**src/rtl/io_win_pkg.sv**
```systemverilog
// io_win_pkg: shared constants and the window configuration type for the
// bridge I/O window decoder. Assumes a 16-bit I/O space and 4 KB blocks.
package io_win_pkg;
    localparam int WIN_AW   = 16;               // decoded I/O address width
    localparam int GRAN_LG  = 12;               // log2 of window granularity
    localparam int NIB_W    = WIN_AW - GRAN_LG; // width of base/limit fields
    localparam int REG_W    = 16;               // register width
    localparam int LIM_MSB  = REG_W - 1;        // limit field top bit
    localparam int BASE_MSB = REG_W / 2 - 1;    // base field top bit

    typedef struct packed {
        logic [NIB_W-1:0] lim_nib;
        logic [NIB_W-1:0] base_nib;
    } win_cfg_t;
endpackage

```
**src/rtl/io_win_cfg_reg.sv**
```systemverilog
// io_win_cfg_reg: holds the writable base and limit nibbles and builds the
// read value with the capability fields tied to zero.
// Assumes a full 16-bit write on every strobe (no byte enables).
module io_win_cfg_reg
    import io_win_pkg::*;
(
    input  logic             clk,
    input  logic             rst_n,
    input  logic             wr_en,
    input  logic [REG_W-1:0] wdata,
    output win_cfg_t         cfg,
    output logic [REG_W-1:0] rdata
);
    win_cfg_t cfg_q;

    // Capture the two nibbles on a write; clear on reset.
    always_ff @(posedge clk) begin
        if (!rst_n) begin
            cfg_q <= '0;
        end else if (wr_en) begin
            cfg_q.lim_nib  <= wdata[LIM_MSB -: NIB_W];
            cfg_q.base_nib <= wdata[BASE_MSB -: NIB_W];
        end
    end

    // Place the nibbles in the read value; every other bit reads zero.
    always_comb begin
        rdata                    = '0;
        rdata[LIM_MSB -: NIB_W]  = cfg_q.lim_nib;
        rdata[BASE_MSB -: NIB_W] = cfg_q.base_nib;
    end

    assign cfg = cfg_q;
endmodule

```
**src/rtl/io_win_match.sv**
```systemverilog
// io_win_match: combinational range compare of an I/O address against the
// padded window. Because the padding is 000h below and FFFh above, only the
// upper nibble of the address needs comparing. Bits above the 16-bit space
// force a miss.
module io_win_match
    import io_win_pkg::*;
#(
    parameter int ADDR_W = 32
) (
    input  win_cfg_t          cfg,
    input  logic [ADDR_W-1:0] addr,
    output logic              hit
);
    logic [NIB_W-1:0] addr_nib;
    logic             above_space;
    logic             in_range;

    assign addr_nib = addr[WIN_AW-1 -: NIB_W];

    // Choose whether high address bits exist to be checked.
    generate
        if (ADDR_W > WIN_AW) begin : g_high
            assign above_space = |addr[ADDR_W-1:WIN_AW];
        end else begin : g_nohigh
            assign above_space = 1'b0;
        end
    endgenerate

    // Block-level compare; an empty window (limit < base) never satisfies both.
    always_comb begin
        in_range = (addr_nib >= cfg.base_nib) && (addr_nib <= cfg.lim_nib);
        hit      = in_range && !above_space;
    end
endmodule

```
**src/rtl/io_window_decoder.sv**
```systemverilog
// io_window_decoder: top of the bridge I/O window decoder. Connects the
// configuration register to the address comparator.
// Assumes ADDR_W >= 16 and a synchronous active-low reset.
module io_window_decoder
    import io_win_pkg::*;
#(
    parameter int ADDR_W = 32
) (
    input  logic              clk,
    input  logic              rst_n,
    input  logic              cfg_wr,
    input  logic [15:0]       cfg_wdata,
    output logic [15:0]       cfg_rdata,
    input  logic [ADDR_W-1:0] io_addr,
    output logic              io_claim
);
    win_cfg_t win_cfg;

    io_win_cfg_reg u_cfg (
        .clk   (clk),
        .rst_n (rst_n),
        .wr_en (cfg_wr),
        .wdata (cfg_wdata),
        .cfg   (win_cfg),
        .rdata (cfg_rdata)
    );

    io_win_match #(.ADDR_W(ADDR_W)) u_match (
        .cfg  (win_cfg),
        .addr (io_addr),
        .hit  (io_claim)
    );
endmodule

```
**config.mk**
```make
export PLATFORM = sky130hd
export DESIGN_NAME = io_window_decoder
export DESIGN_NICKNAME = d
export VERILOG_FILES = /design/src/rtl/io_win_pkg.sv /design/src/rtl/io_win_cfg_reg.sv /design/src/rtl/io_win_match.sv /design/src/rtl/io_window_decoder.sv
export SDC_FILE = /design/constraint.sdc
export NUM_CORES = 1
export LEC_CHECK = 0
export BUFFER_PORTS_ARGS = -buffer_cell sky130_fd_sc_hd__buf_2
export CELL_PAD_IN_SITES_DETAIL_PLACEMENT = 1
export CELL_PAD_IN_SITES_GLOBAL_PLACEMENT = 1
export CORE_UTILIZATION = 19
export DETAILED_ROUTE_END_ITERATION = 6
export PLACE_DENSITY_LB_ADDON = 0.1
export SLEW_MARGIN = 10
export SYNTH_ARGS = -nofsm -noshare
export SYNTH_HDL_FRONTEND = slang
export SYNTH_SLANG_ARGS = --single-unit
```
**constraint.sdc**
```tcl
create_clock -name clk -period 1.5 [get_ports clk]
set_clock_uncertainty 0.1 [all_clocks]
set_input_delay 0.3 -clock clk [delete_from_list [all_inputs] [get_ports clk]]
set_output_delay 0.3 -clock clk [all_outputs]
set_load 0.005 [all_outputs]
```
**After elaboration in Yosys (flattened, before gate mapping)**

Cells that the tools add are included.

- $lt $le $gt $ge: 2
- Reductions and logical operators: 4

Operator list:

| kind | number |
|---|---|
| 16-bit OR reduction | 1 |
| 4-bit greater-or-equal comparator | 1 |
| 4-bit <= comparator | 1 |
| 1-bit logical AND | 2 |
| 1-bit zero test | 1 |

- Output and inout port bits: 17
- Logic and storage cells: 8
- Input bits: 51
- Flip-flop bits (word level): 8

**Longest topological paths before layout**

- Word-level depth: 3
- Gate-level depth with buffers: 6
- Depth with buffers taken out: 6

**Hierarchy**

A second synthesis with hierarchy kept.

- Cell total of the unflattened synthesis: 73
- Area, all modules: 678.2 µm²

Modules (own cells, without submodules):

| module | cells each | sequential area each (µm²) | area an instance (µm²) | instances |
|---|---|---|---|---|
| io_win_cfg_reg | 42 | 160.2 | 425.4 | 1 |
| io_win_match | 31 | 0.0 | 252.7 | 1 |

**Worst setup path before layout**

No wires, ideal clock.

- Path kind: register to output
- Start: reg u_cfg.cfg_q, in the netlist u_cfg.cfg[0]
- End: out io_claim
- Slack: -0.119 ns
- Required time: 1.100 ns
- Buffers on the path: 0
- Cell stages (with the launch flop): 6
- Arrival time: 1.219 ns
- Cell sequence: dfxtp_1 > ha_1 > nand2b_1 > a211o_1 > a21oi_1 > nor4b_2

- Cells in the longest elaborated chain, start to end: 3

RTL lines:

| what | line | RTL |
|---|---|---|
| from (decl) | io_win_cfg_reg.sv:14 | `win_cfg_t cfg_q;` |
| 4-bit greater-or-equal comparator | io_win_match.sv:31 | `in_range = (addr_nib >= cfg.base_nib) && (addr_nib <= cfg.lim_nib);` |
| 1-bit logical AND | io_win_match.sv:31 |  |
| 1-bit logical AND | io_win_match.sv:32 | `hit = in_range && !above_space;` |
| to (decl) | io_window_decoder.sv:15 | `output logic io_claim` |

Every way passes these cells.

**Worst setup path after layout**

- Start: reg u_cfg.cfg_q, in the netlist u_cfg.cfg[1]
- End: out io_claim

Same word-level chain as after synthesis.

==> impl_summary.md <==
Pwr
The completed layout was analyzed and its total power is 597.8 µW. The largest vdd supply drop is 410.1 µV. In this run the static leakage power is 0.5018 nW. The cell area power density is 595.0 nW/µm².

Die
The starting density of the core is 20.04%. 68 I/O pins were placed. In this run the standard cell core region covers 3053 µm². The floorplan step set the die height to 58.75 µm. The total die area is 3451 µm². The horizontal die dimension is 58.75 µm. The cell row count is 20.

Global route
Entering global routing, the biggest net connects 9 pins. The number of antenna violations at the first check in global routing came to 0. Global routing consumed, over all layers together, 9.789% of the routing resources.

The via count of the first global-routing pass is 601. Global routing finished with a remaining overflow of 0. The first global-routing pass estimated 2456 µm of wire.

STA
The time the final worst path needs with I/O delays and setup is 1.923 ns. The number of failing hold endpoints at the final stage was 0. The fraction of the cycle the final worst path needs is 128.2%. Summed over all failing endpoints, the final setup total negative slack is -0.4232 ns.

The setup slack after layout is -0.4232 ns. Setup violations remaining at the end of the flow were counted as 1. The minimum hold slack is 0.2054 ns. The highest achievable clock rate is 0.5200 GHz.

Setup repair after global routing could not meet its margin everywhere. The max-slew violation count is 0.

Cells and area
The flip-flop count of the largest register, all copies and words added is 8. The total of fill cells in the finished design is 399. The final core area utilization is 32.91%.

The number of inserted diodes is 0. The number of nets in the layout is 177. Relative to the synthesized area, the layout overhead comes to 64.21%. The fraction of final layout cells sized beyond drive strength 1 is 62.93%.

Job
Max-cap violations in this run came to 0.

Critical path
Counting both buffers and inverters, the worst setup path holds a total of 2. The worst setup path is launched from a flop. The capturing element type of the critical path is a primary output. The largest single stage delay on the critical path is 0.33 ns. The critical path goes through inv_1 > ha_1 > a211o_1 > a21oi_2 > nor4b_2 > buf_2.

The logic depth of the worst register-to-register path is 3. The flop-to-flop setup slack is 0.66 ns. The critical path arrival is 1.52 ns.

The biggest fanout along the worst timing path is 2. The family of cells with the greatest summed delay on the critical path is compound AO/OA/AOI/OAI gates. The launch point of the worst path is u_cfg.cfg[1]$_SDFFE_PN0P_. The worst reg2reg path endpoint is u_cfg.cfg[0]$_SDFFE_PN0P_. The cell type of the slowest stage on the worst timing path is sky130_fd_sc_hd__dfxtp_2.

The critical register-to-register path startpoint is u_cfg.cfg[0]$_SDFFE_PN0P_. By startpoint and endpoint, the worst setup path is classified as reg -> out. The data required time of the worst path is 1.10 ns.

Drt
The first routing iteration left 3 violations. The number of nets still failing antenna checks after routing is 0. The post-route DRC violation count is 0. The wire length per cell after detailed routing is 9.531 µm. The number of iterations in the first detailed-routing pass is 2. The sum of routed wire length over all layers is 1525 µm. Across all layers, the routed design uses 630 vias. In the routed layout, each cell is associated on average with a via count of 3.938.

Synthesis
Yosys printed 0 warnings. The register area share after synthesis is 26.18%. Averaged over all synthesized cells, the footprint is 9.413 µm². After synthesis the netlist holds a flip-flop and latch count of 8. The number of distinct standard cells referenced by the synthesized netlist is 17. The synthesized netlist occupies a cell area of 611.8 µm². The number of cells produced by synthesis is 65.

Clock network
The clock root buffer is sky130_fd_sc_hd__clkbuf_4. The number of buffers created by CTS is 3. The clock drives 8 sinks.

At the later pin of the worst-skew pair, clock insertion delay measures 0.26 ns. In this run the number of H-tree levels came out at 1. TritonCTS built the clock tree. Clock-pin slew was measured on the worst setup and hold paths at 0.06 ns. For this design, the CTS-stage hold fixing added 0 buffers. Counting along the longest clock path gives a buffer depth of 2.

Hold path
The count of cells along the worst hold path is 3. The launch instance of the worst min-delay path is cfg_wdata[6]. The tightest min-delay check is of the in -> reg type. The worst-case hold path end point is u_cfg.cfg[2]$_SDFFE_PN0P_.

Placement
At the end of routability-driven placement, the weighted congestion stood at 0.7010. The setup slack at placement is -0.3283 ns. The count of buffers added on input and output ports is 39. The detailed-placement wirelength estimate is 1329 µm.

Run status
The final reports fail on setup timing. The flow ran to the end, but the final reports show violations.
[routing by layer]
layer	vias to the layer above	wire length (µm)	track usage (%)
met5	-	0	0
met1	296	622	11.10
met3	2	102	3.956
met4	0	19	4.082
met2	22	780	16.23
li1	310	-	-
[report_power, final]
group | switching, mW | internal (mW) | total [mW]
Sequential | 0.00791 | 0.227 | 0.235
Clock | 0.0738 | 0.0916 | 0.165
Combinational | 0.0833 | 0.114 | 0.197
[Yosys cell counts]
| master | count | area share (%) |
|---|---|---|
| sky130_fd_sc_hd__a211o_1 | 1 | 1.4 |
| sky130_fd_sc_hd__a21oi_1 | 2 | 1.6 |
| sky130_fd_sc_hd__buf_2 | 1 | 0.82 |
| sky130_fd_sc_hd__buf_4 | 8 | 9.8 |
| sky130_fd_sc_hd__conb_1 | 1 | 0.61 |
| sky130_fd_sc_hd__dfxtp_1 | 8 | 26 |
| sky130_fd_sc_hd__ha_1 | 8 | 16 |
| sky130_fd_sc_hd__inv_1 | 9 | 5.5 |
| sky130_fd_sc_hd__mux2i_1 | 8 | 13 |
| sky130_fd_sc_hd__nand2b_1 | 1 | 1.0 |
| sky130_fd_sc_hd__nand3_1 | 1 | 0.82 |
| sky130_fd_sc_hd__nand4_1 | 1 | 1.0 |
| sky130_fd_sc_hd__nor2b_1 | 8 | 8.2 |
| sky130_fd_sc_hd__nor3_1 | 1 | 0.82 |
| sky130_fd_sc_hd__nor4_2 | 4 | 8.2 |
| sky130_fd_sc_hd__nor4b_2 | 1 | 2.5 |
| sky130_fd_sc_hd__o22ai_1 | 2 | 2.0 |
[logic make-up (layout without fill, tap and decap cells)]
logic type / Yosys count / count (layout) / synth area share [%]
AO/OA/AOI/OAI: 5 / 5 / 5.112
adder cells (fa/ha/maj): 8 / 8 / 16.36
buffers and inverters: 18 / 62 / 16.15
flip-flops: 8 / 8 / 26.18
multiplexers: 8 / 8 / 13.09
other: 1 / 8 / 0.6129
AND/OR/NAND/NOR: 17 / 17 / 22.49
[worst max-delay path by stage]
stage                           to  slack [ns]  depth (start not counted)
after floorplan           io_claim       -0.06                          6
after global placement    io_claim       -0.30                          7
after detailed placement  io_claim       -0.33                          8
after CTS                 io_claim       -0.48                          6
after global routing      io_claim       -0.51                          6
final                     io_claim       -0.42                          6
[what timing repair did]
action                     in CTS  in global routing
resized for setup               5                  7
pin swaps                       5                  8
setup endpoints to repair       1                  1
buffers inserted                0                  0
[worst min-delay path, delay by kind of cell]
family | cells | cell delay [ns]
mux | 1 | 0.06
simple gates | 1 | 0.09
buf+inv | 1 | 0.08
[metrics by stage]
step / area (µm²) / instances
3_5_place_dp: 912.1 / 157
5_1_grt: 1005 / 160
4_1_cts: 973.4 / 160
2_1_floorplan: 644.4 / 72
3_3_place_gp: 912.1 / 157
6_report: 1005 / 160
[final cells by class]
cell class / instances / area [µm²] / share of cell area (%)
multi-input cells: 46 / 449.2 / 44.71
well taps: 44 / 55.05 / 5.479
clock buffers: 3 / 22.52 / 2.242
repair buffers: 50 / 277.8 / 27.65
inverters: 9 / 33.78 / 3.362
flip-flops and latches: 8 / 166.4 / 16.56
[placed cells by master, fill, tap and decap left out, types with 2 or more instances in the layout]
master	count
sky130_fd_sc_hd__a21oi_2	2
sky130_fd_sc_hd__buf_2	39
sky130_fd_sc_hd__buf_4	11
sky130_fd_sc_hd__clkbuf_4	3
sky130_fd_sc_hd__conb_1	8
sky130_fd_sc_hd__dfxtp_1	3
sky130_fd_sc_hd__dfxtp_2	5
sky130_fd_sc_hd__ha_1	4
sky130_fd_sc_hd__ha_4	4
sky130_fd_sc_hd__inv_1	7
sky130_fd_sc_hd__inv_2	2
sky130_fd_sc_hd__mux2i_1	8
sky130_fd_sc_hd__nor2b_1	8
sky130_fd_sc_hd__nor4_2	4
sky130_fd_sc_hd__o22ai_1	2
Note: power is estimated with default switching activity, not from simulation.
